File: src/rtl/synth_cfg_pkg.sv
package synth_cfg_pkg;

  // Register byte offsets
  localparam int unsigned OFS_CTL  = 32'h00;
  localparam int unsigned OFS_MULT = 32'h04;
  localparam int unsigned OFS_PGM  = 32'h08;
  localparam int unsigned OFS_CH0  = 32'h10;

  // Control word field positions
  localparam int unsigned STBY_LSB = 8;
  localparam int unsigned PD_BIT   = 12;
  localparam int unsigned LOCK_BIT = 24;
  localparam int unsigned MULT_LSB = 16;

  typedef struct packed {
    logic wrCtl;
    logic wrMult;
    logic wrPgm;
    logic wrChan;
    logic rdStb;
  } cfgStrobe_t;

  typedef enum logic [2:0] {
    SEL_NONE,
    SEL_CTL,
    SEL_MULT,
    SEL_PGM,
    SEL_CHAN
  } rdSel_t;

endpackage

File: src/rtl/synth_cfg_decode.sv
module synth_cfg_decode
  import synth_cfg_pkg::*;
#(
  parameter int unsigned ADDR_W   = 8,
  parameter int unsigned NUM_CH   = 4,
  parameter int unsigned CH_SEL_W = 2
) (
  input  logic                wrEn,
  input  logic                rdEn,
  input  logic [ADDR_W-1:0]   addr,
  output cfgStrobe_t          stb,
  output rdSel_t              rdSel,
  output logic [CH_SEL_W-1:0] chanSel
);

  localparam int unsigned CH_END = OFS_CH0 + 4 * NUM_CH;

  logic              aligned;
  logic              hitCtl, hitMult, hitPgm, hitChan;
  logic [ADDR_W-1:0] chOff;
  logic              unusedOff;

  assign aligned = (addr[1:0] == 2'b00);
  assign hitCtl  = aligned && (addr == ADDR_W'(OFS_CTL));
  assign hitMult = aligned && (addr == ADDR_W'(OFS_MULT));
  assign hitPgm  = aligned && (addr == ADDR_W'(OFS_PGM));
  assign hitChan = aligned && (32'(addr) >= OFS_CH0) && (32'(addr) < CH_END);

  assign chOff     = addr - ADDR_W'(OFS_CH0);
  assign chanSel   = chOff[2 +: CH_SEL_W];
  assign unusedOff = ^{chOff[1:0], chOff[ADDR_W-1:2+CH_SEL_W]};

  always_comb begin
    stb        = '0;
    stb.wrCtl  = wrEn && hitCtl;
    stb.wrMult = wrEn && hitMult;
    stb.wrPgm  = wrEn && hitPgm;
    stb.wrChan = wrEn && hitChan;
    stb.rdStb  = rdEn;
  end

  always_comb begin
    if (hitCtl)       rdSel = SEL_CTL;
    else if (hitMult) rdSel = SEL_MULT;
    else if (hitPgm)  rdSel = SEL_PGM;
    else if (hitChan) rdSel = SEL_CHAN;
    else              rdSel = SEL_NONE;
  end

endmodule

File: src/rtl/synth_cfg_regs.sv
module synth_cfg_regs
  import synth_cfg_pkg::*;
#(
  parameter int unsigned NUM_CH   = 4,
  parameter int unsigned FINE_W   = 15,
  parameter int unsigned COARSE_W = 5,
  parameter int unsigned POW_W    = 4,
  parameter int unsigned MULT_W   = 3,
  parameter int unsigned DATA_W   = 32,
  parameter int unsigned CH_SEL_W = 2,
  localparam int unsigned PARAM_W = FINE_W + COARSE_W + POW_W + 1
) (
  input  logic                       clk,
  input  logic                       rstN,
  input  cfgStrobe_t                 stb,
  input  rdSel_t                     rdSel,
  input  logic [CH_SEL_W-1:0]        chanSel,
  input  logic [DATA_W-1:0]          wrData,
  input  logic                       lockIn,
  output logic [DATA_W-1:0]          rdData,
  output logic [NUM_CH*PARAM_W-1:0]  chanParam,
  output logic [NUM_CH-1:0]          chanRst,
  output logic [NUM_CH-1:0]          chanRun,
  output logic [NUM_CH-1:0]          chanUnprog,
  output logic                       pllPd,
  output logic [MULT_W-1:0]          pllMult
);

  localparam int unsigned TUNE_W = PARAM_W - 1;

  logic [PARAM_W-1:0] staging [NUM_CH];
  logic [PARAM_W-1:0] active  [NUM_CH];
  logic [NUM_CH-1:0]  ctlRst, ctlStby, pgmReg, commit;
  logic               ctlPd;
  logic [MULT_W-1:0]  multReg;
  logic [DATA_W-1:0]  rdNext;
  logic               unusedWr;

  assign unusedWr = ^wrData;

  // A commit is a 0 -> 1 transition of a program-enable bit
  assign commit = stb.wrPgm ? (wrData[NUM_CH-1:0] & ~pgmReg) : '0;

  always_ff @(posedge clk) begin
    if (!rstN) begin
      ctlRst  <= '1;
      ctlStby <= '1;
      ctlPd   <= 1'b1;
      multReg <= '0;
      pgmReg  <= '0;
      for (int i = 0; i < NUM_CH; i++) begin
        staging[i] <= '0;
        active[i]  <= '0;
      end
    end else begin
      if (stb.wrCtl) begin
        ctlRst  <= wrData[NUM_CH-1:0];
        ctlStby <= wrData[STBY_LSB +: NUM_CH];
        ctlPd   <= wrData[PD_BIT];
      end
      if (stb.wrMult) multReg <= wrData[MULT_LSB +: MULT_W];
      if (stb.wrPgm)  pgmReg  <= wrData[NUM_CH-1:0];
      for (int i = 0; i < NUM_CH; i++) begin
        if (stb.wrChan && (chanSel == CH_SEL_W'(i))) staging[i] <= wrData[PARAM_W-1:0];
        if (commit[i]) active[i] <= staging[i];
      end
    end
  end

  always_comb begin
    rdNext = '0;
    unique case (rdSel)
      SEL_CTL: begin
        rdNext[NUM_CH-1:0]          = ctlRst;
        rdNext[STBY_LSB +: NUM_CH]  = ctlStby;
        rdNext[PD_BIT]              = ctlPd;
        rdNext[LOCK_BIT]            = lockIn;
      end
      SEL_MULT: rdNext[MULT_LSB +: MULT_W] = multReg;
      SEL_PGM:  rdNext[NUM_CH-1:0]         = pgmReg;
      SEL_CHAN: rdNext[PARAM_W-1:0]        = staging[chanSel];
      default:  rdNext = '0;
    endcase
  end

  always_ff @(posedge clk) begin
    if (!rstN)          rdData <= '0;
    else if (stb.rdStb) rdData <= rdNext;
  end

  genvar g;
  generate
    for (g = 0; g < NUM_CH; g++) begin : gOut
      assign chanParam[g*PARAM_W +: PARAM_W] = active[g];
      assign chanUnprog[g] = (active[g][TUNE_W-1:0] == '0);
    end
  endgenerate

  assign chanRst = ctlRst;
  assign chanRun = ~ctlStby;
  assign pllPd   = ctlPd;
  assign pllMult = multReg;

endmodule

File: src/rtl/synth_cfg_bank.sv
module synth_cfg_bank
  import synth_cfg_pkg::*;
#(
  parameter int unsigned ADDR_W   = 8,
  parameter int unsigned DATA_W   = 32,
  parameter int unsigned NUM_CH   = 4,
  parameter int unsigned FINE_W   = 15,
  parameter int unsigned COARSE_W = 5,
  parameter int unsigned POW_W    = 4,
  parameter int unsigned MULT_W   = 3,
  localparam int unsigned PARAM_W  = FINE_W + COARSE_W + POW_W + 1,
  localparam int unsigned CH_SEL_W = (NUM_CH > 1) ? $clog2(NUM_CH) : 1
) (
  input  logic                      clk,
  input  logic                      rstN,
  input  logic                      wrEn,
  input  logic                      rdEn,
  input  logic [ADDR_W-1:0]         addr,
  input  logic [DATA_W-1:0]         wrData,
  output logic [DATA_W-1:0]         rdData,
  input  logic                      lockIn,
  output logic [NUM_CH*PARAM_W-1:0] chanParam,
  output logic [NUM_CH-1:0]         chanRst,
  output logic [NUM_CH-1:0]         chanRun,
  output logic [NUM_CH-1:0]         chanUnprog,
  output logic                      pllPd,
  output logic [MULT_W-1:0]         pllMult
);

  cfgStrobe_t          stb;
  rdSel_t              rdSel;
  logic [CH_SEL_W-1:0] chanSel;

  synth_cfg_decode #(
    .ADDR_W(ADDR_W), .NUM_CH(NUM_CH), .CH_SEL_W(CH_SEL_W)
  ) u_decode (
    .wrEn(wrEn), .rdEn(rdEn), .addr(addr),
    .stb(stb), .rdSel(rdSel), .chanSel(chanSel)
  );

  synth_cfg_regs #(
    .NUM_CH(NUM_CH), .FINE_W(FINE_W), .COARSE_W(COARSE_W), .POW_W(POW_W),
    .MULT_W(MULT_W), .DATA_W(DATA_W), .CH_SEL_W(CH_SEL_W)
  ) u_regs (
    .clk(clk), .rstN(rstN), .stb(stb), .rdSel(rdSel), .chanSel(chanSel),
    .wrData(wrData), .lockIn(lockIn), .rdData(rdData),
    .chanParam(chanParam), .chanRst(chanRst), .chanRun(chanRun),
    .chanUnprog(chanUnprog), .pllPd(pllPd), .pllMult(pllMult)
  );

endmodule

File: config.mk
export PLATFORM = sky130hd
export DESIGN_NAME = synth_cfg_bank
export DESIGN_NICKNAME = d
export VERILOG_FILES = /design/src/rtl/synth_cfg_pkg.sv /design/src/rtl/synth_cfg_decode.sv /design/src/rtl/synth_cfg_regs.sv /design/src/rtl/synth_cfg_bank.sv
export SDC_FILE = /design/constraint.sdc
export NUM_CORES = 1
export LEC_CHECK = 0
export ABC_AREA = 1
export CORE_ASPECT_RATIO = 1.2
export CORE_MARGIN = 3
export CORE_UTILIZATION = 31
export DETAILED_ROUTE_END_ITERATION = 8
export HOLD_SLACK_MARGIN = 0.02
export SLEW_MARGIN = 20
export SYNTH_ARGS = -nofsm -noshare
export SYNTH_HDL_FRONTEND = slang
export SYNTH_SLANG_ARGS = --single-unit
File: constraint.sdc
create_clock -name clk -period 7.7 [get_ports clk]
set_input_delay 1.54 -clock clk [delete_from_list [all_inputs] [get_ports clk]]
set_output_delay 1.54 -clock clk [all_outputs]
set_load 0.05 [all_outputs]
After elaboration in Yosys (flattened, before gate mapping)
Memory sizes are Yosys's and may differ from the RTL's.
Index checks and enable logic that the tools add are counted.

word-level totals
  flip-flop bits (word level) = 41
  input port bits = 45
  output and inout bits = 148
  memories = 2
  word-level logic and storage cells = 96
  memory bits (writable) = 200

cells by class
  reductions and logical operators = 20
  add/sub/neg operators = 1
  muxes and demuxes = 45
  eq/ne operators = 9
  magnitude comparators = 2
  bitwise logic cells = 11

memories
  memory          depth  bits a word  read ports  clocked after memory_dff  wr ports  RTL line              source
  u_regs.active   4      25           4           0                         4         synth_cfg_regs.sv:32  logic [PARAM_W-1:0] active [NUM_CH];
  u_regs.staging  4      25           5           0                         4         synth_cfg_regs.sv:31  logic [PARAM_W-1:0] staging [NUM_CH];

operators by type and width
  cell                   number
  $mux W25               8
  $logic_not A24 Y1      4
  $mux W1                25
  $mux W3                5
  $logic_and A1 B1 Y1    13
  $pmux W4 S3            1
  $pmux W5 S2            1
  $eq A8 B3 Y1 const B   1
  $eq A8 B4 Y1 const B   1
  $ge A8 B5 Y1 const B   1
  $logic_not A8 Y1       1
  $lt A8 B6 Y1 const B   1
  $mux W4                2
  $not A4 Y4             2
  $or A1 B1 Y1           8
  $eq A3 B2 Y1 const B   2
  $pmux W3 S2            1
  $mux W5                1
  $and A4 B4 Y4          1
  $eq A2 B2 Y1 const B   2
  $logic_not A2 Y1       2
  $sub A4 B1 Y4 const B  1
  $eq A3 B1 Y1 const B   1
  $eq A3 B3 Y1 const B   1
  other kinds (2)        2

Logic depth before layout (Yosys ltp)
Gate-level depths: netlist (run 1).

  depth in word-level cells = 9
  mapped depth = 10
  mapped depth without buffers = 9

Modules after synthesis
Synthesis (run 1) repeated with hierarchy kept, for this count alone.

unflattened totals
  cell total of the unflattened synthesis = 1052
  area, all modules = 10227.3 um^2

by module, submodules not included
  module            cells each  instances  seq. area each (um^2)  area each (um^2)
  synth_cfg_regs    1018        1          6826.5                 10068.4
  synth_cfg_decode  34          1          0.0                    158.9

Worst setup path before layout (run 1)
Ideal clock, no wire load.

  kind = input-to-reg
  start point = input port addr[3]
  end point = memory u_regs.active[0][0] (netlist name) (enable)
  required time = 7.258 ns
  arrival time = 4.003 ns
  stages = 7
  setup time = 0.442 ns
  path slack = 3.256 ns
  buffers on the path = 1
  cells stage by stage = buf_4 nand2_2 nor2_4 nand3_4 clkinv_2 nand2_2 o21ai_0

RTL lines
  element             RTL line              source
  start: declaration  synth_cfg_bank.sv:18  input logic [ADDR_W-1:0] addr,
  end: declaration    synth_cfg_regs.sv:32

==> out/results.tsv, run 1 <==
stage	metric	value	unit
timing	fin_crit	4.27	ns
clocking	tritoncts	done	
global_route	grt_use_total	17.3	%
timing	whs	0.474	ns
critical_path	cp_data_arrival_time	2.73	ns
synthesis	yosys.area.top_type_share	58.8	%
floorplanning	core-area	32300	sq um
power	powerDensity	224	nW/um^2
critical_path	r2r_end	u_regs.active[2][10]	
timing	slew_headroom	45.1	%
power	p_leak	5.24	nW
critical_path	endpoint_kind	primary output	
routing	vias	7371	
timing	period_share	55.4	%
layout	antennaDiodeCount	0	
clocking	postCtsHoldBufs	0	
floorplanning	die_h	205	um
place	place_ws	3.14	ns
clocking	insertion_delay	0.53	ns
critical_path	r2r_slack	6.21	ns
synthesis	avgSynthCellArea	10.7	sq um
hold_path	hold_class	reg2reg	
clocking	clkTransAtPathRegs	0.06	ns
critical_path	critPathMaxFanout	2	
layout	final_nets	1172	
routing	drt.antenna.violating_nets	0	
critical_path	cp_data_required_time	6.16	ns
routing	wl_met1	12.6	mm
job	drv_cap	0	
status	status	completed	
routing	dr_wl_met2	14.4	mm
routing	vias_per_cell	4.75	
layout	fin_cells	1552	
clocking	cts.htree.levels	1	
routing	route.met3.wl	2.21	mm
hold_path	hold_depth	2	
timing	finalHoldViolCount	0	
layout	drive_gt1_share	12.5	%
routing	dr.pass1.iters	5	
timing	fmax	234	MHz
synthesis	synth-warning-count	0	
global_route	grt-ovfl-total	0	
place	placedCellCount	1508	
floorplanning	fp.dieW	172	um
floorplanning	start_util	31.6	%
timing	slew_viol_final	0	
clocking	cts.sinks	241	
routing	post-route-drc-count	0	
timing	finalSetupViolations	0	
hold_path	hold_path_end	u_regs.rdData[3]	
timing	worst_slew_pin_slew	0.821	ns
critical_path	reg2reg_depth	3	
critical_path	crit_path_start_kind	flop	
place	portBuffers	178	
power	vdd_ir_drop_max	0.118	mV
clocking	post_cts.repair.setup_buffers	0	
routing	topRoutingLayerUsed	met4	
synthesis	synth_seq_area_share	66.8	%
routing	initialDrtViolationCount	751	
critical_path	path_class	reg2out	
floorplanning	rows	72	
global_route	grt_max_degree	39	
place	gp_congestion	0.872	
layout	num-fill-cells	3067	
place	hpwl	23.0	mm
synthesis	synth-seq-cells	241	
layout	area.growth.synth_to_final	28.7	%
hold_path	hp-start	u_regs.rdData[3]	
synthesis	synth_area_leaders	edfxtp_1, dfxtp_1, nor2_1	
floorplanning	die_area	35200	sq um
synthesis	synth_top_area_cell	edfxtp_1	
clocking	cts_buffer_depth	3	
layout	finalCoreUtilization	40.6	%
clocking	cts_buffers	24	
synthesis	synth_cells	953	
critical_path	r2r_start	u_regs.pgmReg[2]	
global_route	antenna_found_initial	0	
timing	rsz0062_at_grt	no	
timing	finalSetupTns	0	ns
global_route	grt_pass1_vias	7460	
global_route	grt_pass1_wl	45.7	mm
floorplanning	ios	193	
routing	wl	30.8	mm
clocking	ctsResizeCount	0	
timing	setup_slack	3.43	ns
timing	fin_skew	0.0234	ns
synthesis	synth.distinct_cells	29	
clocking	root_buffer	clkbuf_16	
routing	avgRoutedWirePerCell	19.9	um
synthesis	synth.cell_area	10200	sq um
## synthesized netlist by cell type
cell / number
nand2_1: 136
nand3_1: 11
nand3_4: 1
buf_6: 9
edfxtp_1: 200
buf_1: 2
a21oi_1: 41
nand3_2: 4
nand4_1: 4
clkinv_1: 1
nand2_4: 1
clkbuf_1: 15
nor2_4: 5
dfxtp_1: 41
clkinv_2: 2
buf_2: 12
nor3_4: 1
o211ai_1: 9
nand2_2: 8
nor2_1: 147
conb_1: 1
o22ai_1: 18
inv_2: 2
nor2_2: 64
o21ai_0: 34
inv_1: 138
o2111ai_1: 12
nor4_1: 24
buf_4: 10
## worst max-delay path by stage
stage | cells after the start | startpoint | slack, ns | to
after floorplan | 7 | addr[3] | 3.26 | u_regs.active[0][0]
after global placement | 6 | addr[2] | 3.16 | u_regs.staging[1][17]
after detailed placement | 6 | addr[2] | 3.14 | u_regs.staging[1][17]
after global routing | 4 | u_regs.active[3][8] | 3.36 | chanUnprog[3]
after CTS | 4 | u_regs.active[1][1] | 3.42 | chanUnprog[1]
final | 4 | u_regs.active[1][1] | 3.43 | chanUnprog[1]
## cell families (layout without fill, tap and decap cells)
| family | count (synthesis) | after routing | synth area share (%) |
|---|---|---|---|
| AND/OR/NAND/NOR | 406 | 406 | 18.4 |
| AO/OA/AOI/OAI | 114 | 114 | 6.47 |
| buffers and inverters | 191 | 377 | 8.22 |
| flip-flops | 241 | 241 | 66.8 |
| other | 1 | 7 | 0.0367 |
## routing by layer
layer / track usage (%) / vias to the layer above
met5: 0 / -
li1: - / 3493
met2: 28.1 / 279
met3: 2.57 / 59
met4: 8.71 / 0
met1: 22.5 / 3540
## cell usage in the layout (no fill, tap or decap), drive strengths merged
cell and instances:
a21oi 41, buf 13, bufinv 2, clkbuf 34, clkdlybuf4s50 177, clkinv 10
conb 7, dfxtp 41, edfxtp 200, inv 141, nand2 145, nand3 16
nand4 4, nor2 216, nor3 1, nor4 24, o2111ai 12, o211ai 9
o21ai 34, o22ai 18
## state kept, by name (all words and copies together) (netlist names)
name	cells
u_regs.active	100
u_regs.chanRst	4
u_regs.ctlStby	4
u_regs.pgmReg	4
u_regs.pllMult	3
u_regs.pllPd	1
u_regs.rdData	25
u_regs.staging	100
## worst max-delay path, stage by stage (launching register included)
cell,delay [ns]
edfxtp_1,0.44
nor4_1,0.57
nand2_1,0.18
nor2_1,0.19
clkdlybuf4s50_1,0.84
## power breakdown
part           internal [W]  leakage [nW]  switching [W]
combinational     0.0000745          2.48       0.000194
sequential          0.00145          2.36      0.0000261
clock              0.000700         0.404       0.000492
## through the flow
step	power (W)	cell area [sq um]
after floorplan	0.00166	10200
after global placement	0.00178	12300
after detailed placement	0.00178	12300
after CTS	0.00296	13100
after global routing	0.00303	13100
final	0.00294	13100
## area by class of cell
cell class	instances	area, sq um	share of cell area, %
Sequential cell	241	6830	51.9
Multi-Input combinational cell	527	2590	19.7
Timing Repair Buffer	190	1870	14.2
Clock buffer	34	693	5.27
Inverter	143	539	4.10
Tap cell	407	509	3.87
Clock inverter	10	123	0.933
No activity file was read; power rests on OpenSTA's default activity.
==> run 2, diff against run 1 <==
==> constraint.sdc (replaced) <==
create_clock -name clk -period 4.25 [get_ports clk]
set_input_delay 0.85 -clock clk [delete_from_list [all_inputs] [get_ports clk]]
set_output_delay 0.85 -clock clk [all_outputs]
set_load 0.05 [all_outputs]
==> run 2 against run 1 <==
Effect of this change: final cell count increased by 0.90%; non-clock buffer count increased by 14; wire length increased by 1.4%; critical path type unchanged; sequential share of layout area decreased by 0.12 points; utilization increased by 0.093 points; critical path depth unchanged; flip-flop and latch count unchanged; clock-buffer cell count increased by 3; sequential power increased by 81%; first-iteration DRC count decreased by 4.8%; die area unchanged; register-to-register slack got worse by 3.3 ns.
==> out/results.tsv, run 2 (same netlist as run 1, synthesis figures left out) <==
stage	metric	value	unit
layout	final_nets	1186	
clocking	ctsResizeCount	0	
layout	fin_cells	1566	
place	gp_congestion	0.932	
status	status	completed	
critical_path	critPathMaxFanout	2	
clocking	cts.sinks	241	
power	vdd_ir_drop_max	0.242	mV
clocking	cts_buffer_depth	3	
clocking	tritoncts	done	
timing	finalSetupViolations	0	
critical_path	cp_data_required_time	3.40	ns
routing	wl	31.3	mm
layout	drive_gt1_share	13.0	%
routing	dr.pass1.iters	5	
global_route	gr-usage-met3	2.99	%
floorplanning	ios	193	
floorplanning	start_util	31.6	%
critical_path	endpoint_kind	primary output	
job	drv_cap	0	
clocking	cts_buffers	24	
timing	period_share	84.8	%
timing	fin_crit	3.60	ns
place	portBuffers	178	
power	powerDensity	393	nW/um^2
clocking	root_buffer	clkbuf_16	
critical_path	path_class	reg2out	
global_route	antenna_found_initial	0	
power	p_leak	5.27	nW
routing	post-route-drc-count	0	
clocking	postCtsHoldBufs	0	
critical_path	crit_path_start_kind	flop	
floorplanning	rows	72	
global_route	grt_use_met2	28.9	%
clocking	insertion_delay	0.52	ns
layout	mostFrequentLayoutCell	edfxtp_1	
floorplanning	core-area	32300	sq um
routing	vias_per_cell	4.78	
routing	vias	7490	
routing	drt.antenna.violating_nets	0	
timing	finalSetupTns	0	ns
layout	area.growth.synth_to_final	29.0	%
layout	most-common-layout-cells	edfxtp_1, clkdlybuf4s50_1, nor2_1	
power	p_int	0.00392	W
global_route	grt_use_total	17.3	%
power	clockPowerShare	38.7	%
global_route	grt_use_met1	22.3	%
layout	top_regs	u_regs.active x100, u_regs.staging x100, u_regs.rdData x25	
timing	whs	0.469	ns
clocking	cts.htree.levels	1	
power	swShare	24.3	%
floorplanning	fp.dieW	172	um
timing	fmax	277	MHz
critical_path	cp_data_arrival_time	2.75	ns
timing	slew_headroom	47.7	%
timing	finalHoldViolCount	0	
routing	avgRoutedWirePerCell	20.0	um
layout	antennaDiodeCount	0	
timing	slew_viol_final	0	
global_route	grt_pass1_vias	7334	
timing	rsz0062_at_grt	no	
timing	worst_slew_pin_slew	0.778	ns
power	p_sw	0.00126	W
place	hpwl	23.5	mm
power	share_comb_of_total_power	9.5	%
power	seqPwrFrac	51.8	%
hold_path	hold_class	reg2reg	
clocking	post_cts.repair.setup_buffers	0	
place	placedCellCount	1522	
global_route	grt_pass1_wl	45.4	mm
clocking	clkTransAtPathRegs	0.07	ns
critical_path	r2r_slack	2.87	ns
routing	initialDrtViolationCount	715	
global_route	grt_max_degree	39	
global_route	busiest_layer	met2	
global_route	grt-ovfl-total	0	
floorplanning	die_area	35200	sq um
floorplanning	die_h	205	um
timing	fin_skew	0.00906	ns
[run 2: cell types whose count changed in the layout (fill, tap and decap cells not counted), sizes merged]
cell    before  now
buf         13   27
clkbuf      34   37
bufinv       2    0
inv        141  140
[run 2: cell type report]
cell class | count | area (sq um)
well taps | 407 | 509
fillers | 3045 | 19200
clock buffers | 37 | 711
flip-flops and latches | 241 | 6830
multi-input cells | 527 | 2590
inverters | 143 | 539
repair buffers | 204 | 1970
clock inverters | 7 | 30.0
[run 2: worst paths after layout]
check,from,endpoint,depth (start not counted)
max reg2reg,u_regs.pgmReg[3],u_regs.active[3][17],3
max,u_regs.active[3][9],chanUnprog[3],4
min reg2reg,u_regs.rdData[1],u_regs.rdData[1],2
min,u_regs.rdData[1],u_regs.rdData[1],2
[run 2: worst max-delay path, stage by stage, from the launching register on]
cell and delay (ns):
edfxtp_1 0.39, nor4_1 0.71, nand4_1 0.19, nor2_1 0.12, clkdlybuf4s50_1 0.82
[run 2: per-layer routing]
| layer | up-vias | share of wire [%] | wire (um) |
|---|---|---|---|
| met4 | 0 | 3.5 | 1090 |
| met5 | - | 0 | 0 |
| li1 | 3524 | - | - |
| met2 | 308 | 49 | 15200 |
| met1 | 3617 | 41 | 12700 |
| met3 | 41 | 7.2 | 2240 |
[run 2: power by group through the flow]
stage	combinational [W]	clock [W]	sequential [W]
floorplan	0.000171	0	0.00285
global placement	0.000495	0	0.00273
detailed placement	0.000495	0	0.00273
CTS	0.000497	0.00202	0.00268
global route	0.000524	0.00213	0.00269
finish	0.000494	0.00200	0.00268
[run 2: metrics by stage]
| step | total power [W] | instance area [sq um] | worst slack (ns) | util [%] |
|---|---|---|---|---|
| after floorplan | 0.00302 | 10200 | 0.496 | - |
| after global placement | 0.00323 | 12400 | 0.809 | 38.4 |
| after detailed placement | 0.00323 | 12400 | 0.782 | 38.4 |
| after CTS | 0.00520 | 13200 | 0.632 | 40.7 |
| after global routing | 0.00534 | 13200 | 0.561 | 40.7 |
| final | 0.00518 | 13200 | 0.646 | 40.7 |
==> run 3, diff against run 2 <==
==> constraint.sdc (replaced) <==
create_clock -name clk -period 3 [get_ports clk]
set_input_delay 0.6 -clock clk [delete_from_list [all_inputs] [get_ports clk]]
set_output_delay 0.6 -clock clk [all_outputs]
set_load 0.05 [all_outputs]
==> run 3 against run 2 <==
Effect of this change: design area rose by 2.0%; clock-buffer cell count fell by 7; worst setup slack worse by 0.38 ns; utilization up 0.82 points; flip-flop and latch count did not move; die area stayed put; combinational power up 43%; global-route usage shrank 0.26 points; highest routed layer is now met5.
==> out/results.tsv, run 3 (same netlist as run 1, synthesis figures left out) <==
stage	metric	value	unit
status	status	completed	
power	vdd_ir_drop_max	0.279	mV
timing	fin_crit	2.73	ns
timing	whs	0.469	ns
floorplanning	fp.dieW	172	um
power	seqPwrFrac	49.8	%
floorplanning	ios	193	
power	share_comb_of_total_power	9.2	%
timing	finalHoldViolCount	0	
critical_path	reg2reg_depth	4	
power	p_leak	5.42	nW
layout	top_regs	u_regs.active x100, u_regs.staging x100, u_regs.rdData x25	
timing	finalSetupViolations	0	
floorplanning	core-area	32300	sq um
global_route	grt-ovfl-total	0	
place	gp_congestion	0.893	
timing	worst_slew_pin_slew	0.727	ns
job	drv_cap	0	
clocking	post_cts.repair.setup_buffers	0	
timing	fmax	366	MHz
routing	vias_per_cell	4.69	
place	hpwl	23.5	mm
clocking	insertion_delay	0.52	ns
clocking	cts_buffer_depth	3	
timing	period_share	91.0	%
timing	slew_headroom	51.1	%
floorplanning	rows	72	
critical_path	critPathMaxFanout	2	
routing	initialDrtViolationCount	675	
layout	antennaDiodeCount	0	
timing	finalSetupTns	0	ns
routing	dr.pass1.iters	5	
critical_path	r2r_start	u_regs.staging[0][9]	
global_route	grt_use_total	17.0	%
global_route	antenna_found_initial	1	
hold_path	hold_class	reg2reg	
floorplanning	die_area	35200	sq um
critical_path	setup.worst_path.start	u_regs.active[2][9]	
clocking	tritoncts	done	
clocking	postCtsHoldBufs	0	
critical_path	cp_data_required_time	2.40	ns
timing	fin_skew	0.0161	ns
critical_path	crit_path_start_kind	flop	
critical_path	cp_data_arrival_time	2.13	ns
critical_path	path_class	reg2out	
clocking	cts.sinks	241	
routing	post-route-drc-count	0	
clocking	clkTransAtPathRegs	0.07	ns
layout	drive_gt1_share	14.7	%
power	swShare	24.2	%
clocking	cts_buffers	24	
routing	vias	7395	
global_route	grt_max_degree	26	
power	p_sw	0.00185	W
power	power	0.00763	W
clocking	cts.htree.levels	1	
timing	slew_viol_final	0	
critical_path	r2r_slack	1.70	ns
routing	wl	30.9	mm
critical_path	r2r_end	u_regs.rdData[9]	
routing	drt.antenna.violating_nets	0	
critical_path	endpoint_kind	primary output	
layout	mostFrequentLayoutCell	edfxtp_1	
layout	most-common-layout-cells	edfxtp_1, clkdlybuf4s50_1, nor2_1	
layout	final_nets	1197	
global_route	grt_pass1_vias	7306	
critical_path	crit_path_end	chanUnprog[2]	
floorplanning	start_util	31.6	%
place	portBuffers	178	
clocking	root_buffer	clkbuf_16	
timing	rsz0062_at_grt	no	
power	p_int	0.00578	W
layout	area.growth.synth_to_final	31.6	%
clocking	ctsResizeCount	0	
floorplanning	die_h	205	um
routing	avgRoutedWirePerCell	19.6	um
power	clockPowerShare	41.0	%
global_route	grt_pass1_wl	44.9	mm
power	powerDensity	568	nW/um^2
[run 3: cell types whose count changed in the layout (fill, tap and decap cells not counted), moves of 3 or more]
cell / before / now
bufinv_16: 0 / 3
buf_12: 0 / 9
clkbuf_1: 8 / 3
clkdlybuf4s50_1: 177 / 173
buf_4: 26 / 32
[run 3: per-layer routing]
layer / vias up / track usage, % / part of all wire, %
met4: 2 / 5.69 / 3.0
met2: 267 / 28.6 / 48
li1: 3547 / - / -
met5: - / 0 / 0.029
met1: 3520 / 22.4 / 42
met3: 59 / 2.86 / 6.8
[run 3: cell type report]
cell class / instances / area, sq um
flip-flops and latches: 241 / 6830
repair buffers: 215 / 2160
fillers: 3078 / 18900
multi-input cells: 527 / 2590
clock buffers: 30 / 664
well taps: 407 / 509
inverters: 143 / 539
clock inverters: 14 / 155
[run 3: how the worst min path moves through the flow]
| stage | depth (start not counted) | startpoint | endpoint | slack (ns) |
|---|---|---|---|---|
| 2_1_floorplan | 2 | u_regs.ctlStby[0] | u_regs.ctlStby[0] | 0.47 |
| 3_3_place_gp | 2 | u_regs.rdData[3] | u_regs.rdData[3] | 0.46 |
| 3_5_place_dp | 2 | u_regs.rdData[2] | u_regs.rdData[2] | 0.46 |
| 4_1_cts | 2 | u_regs.rdData[2] | u_regs.rdData[2] | 0.47 |
| 5_1_grt | 2 | u_regs.rdData[0] | u_regs.rdData[0] | 0.49 |
| 6_report | 2 | u_regs.rdData[3] | u_regs.rdData[3] | 0.47 |
[run 3: power groups by stage]
stage / Combinational [W] / Sequential [W] / Clock, W
finish: 0.000706 / 0.00380 / 0.00312
global route: 0.000748 / 0.00381 / 0.00328
detailed placement: 0.000707 / 0.00387 / 0
global placement: 0.000706 / 0.00387 / 0
CTS: 0.000710 / 0.00380 / 0.00316
floorplan: 0.000242 / 0.00403 / 0
[run 3: through the flow]
step           cells  util (%)  setup WS (ns)  cell area, sq um
2_1_floorplan    959         -          0.174             10200
3_3_place_gp    1533      39.0          0.335             12600
3_5_place_dp    1533      39.0          0.293             12600
4_1_cts         1577      41.6          0.143             13400
5_1_grt         1577      41.6          0.143             13400
6_report        1577      41.6          0.269             13400
[run 3: worst max-delay path, stage by stage, from the launching register on]
cell and delay, ns:
edfxtp_1 0.42, nor4_1 0.42, buf_4 0.21, nand4_1 0.10
nor2_1 0.28, buf_12 0.18
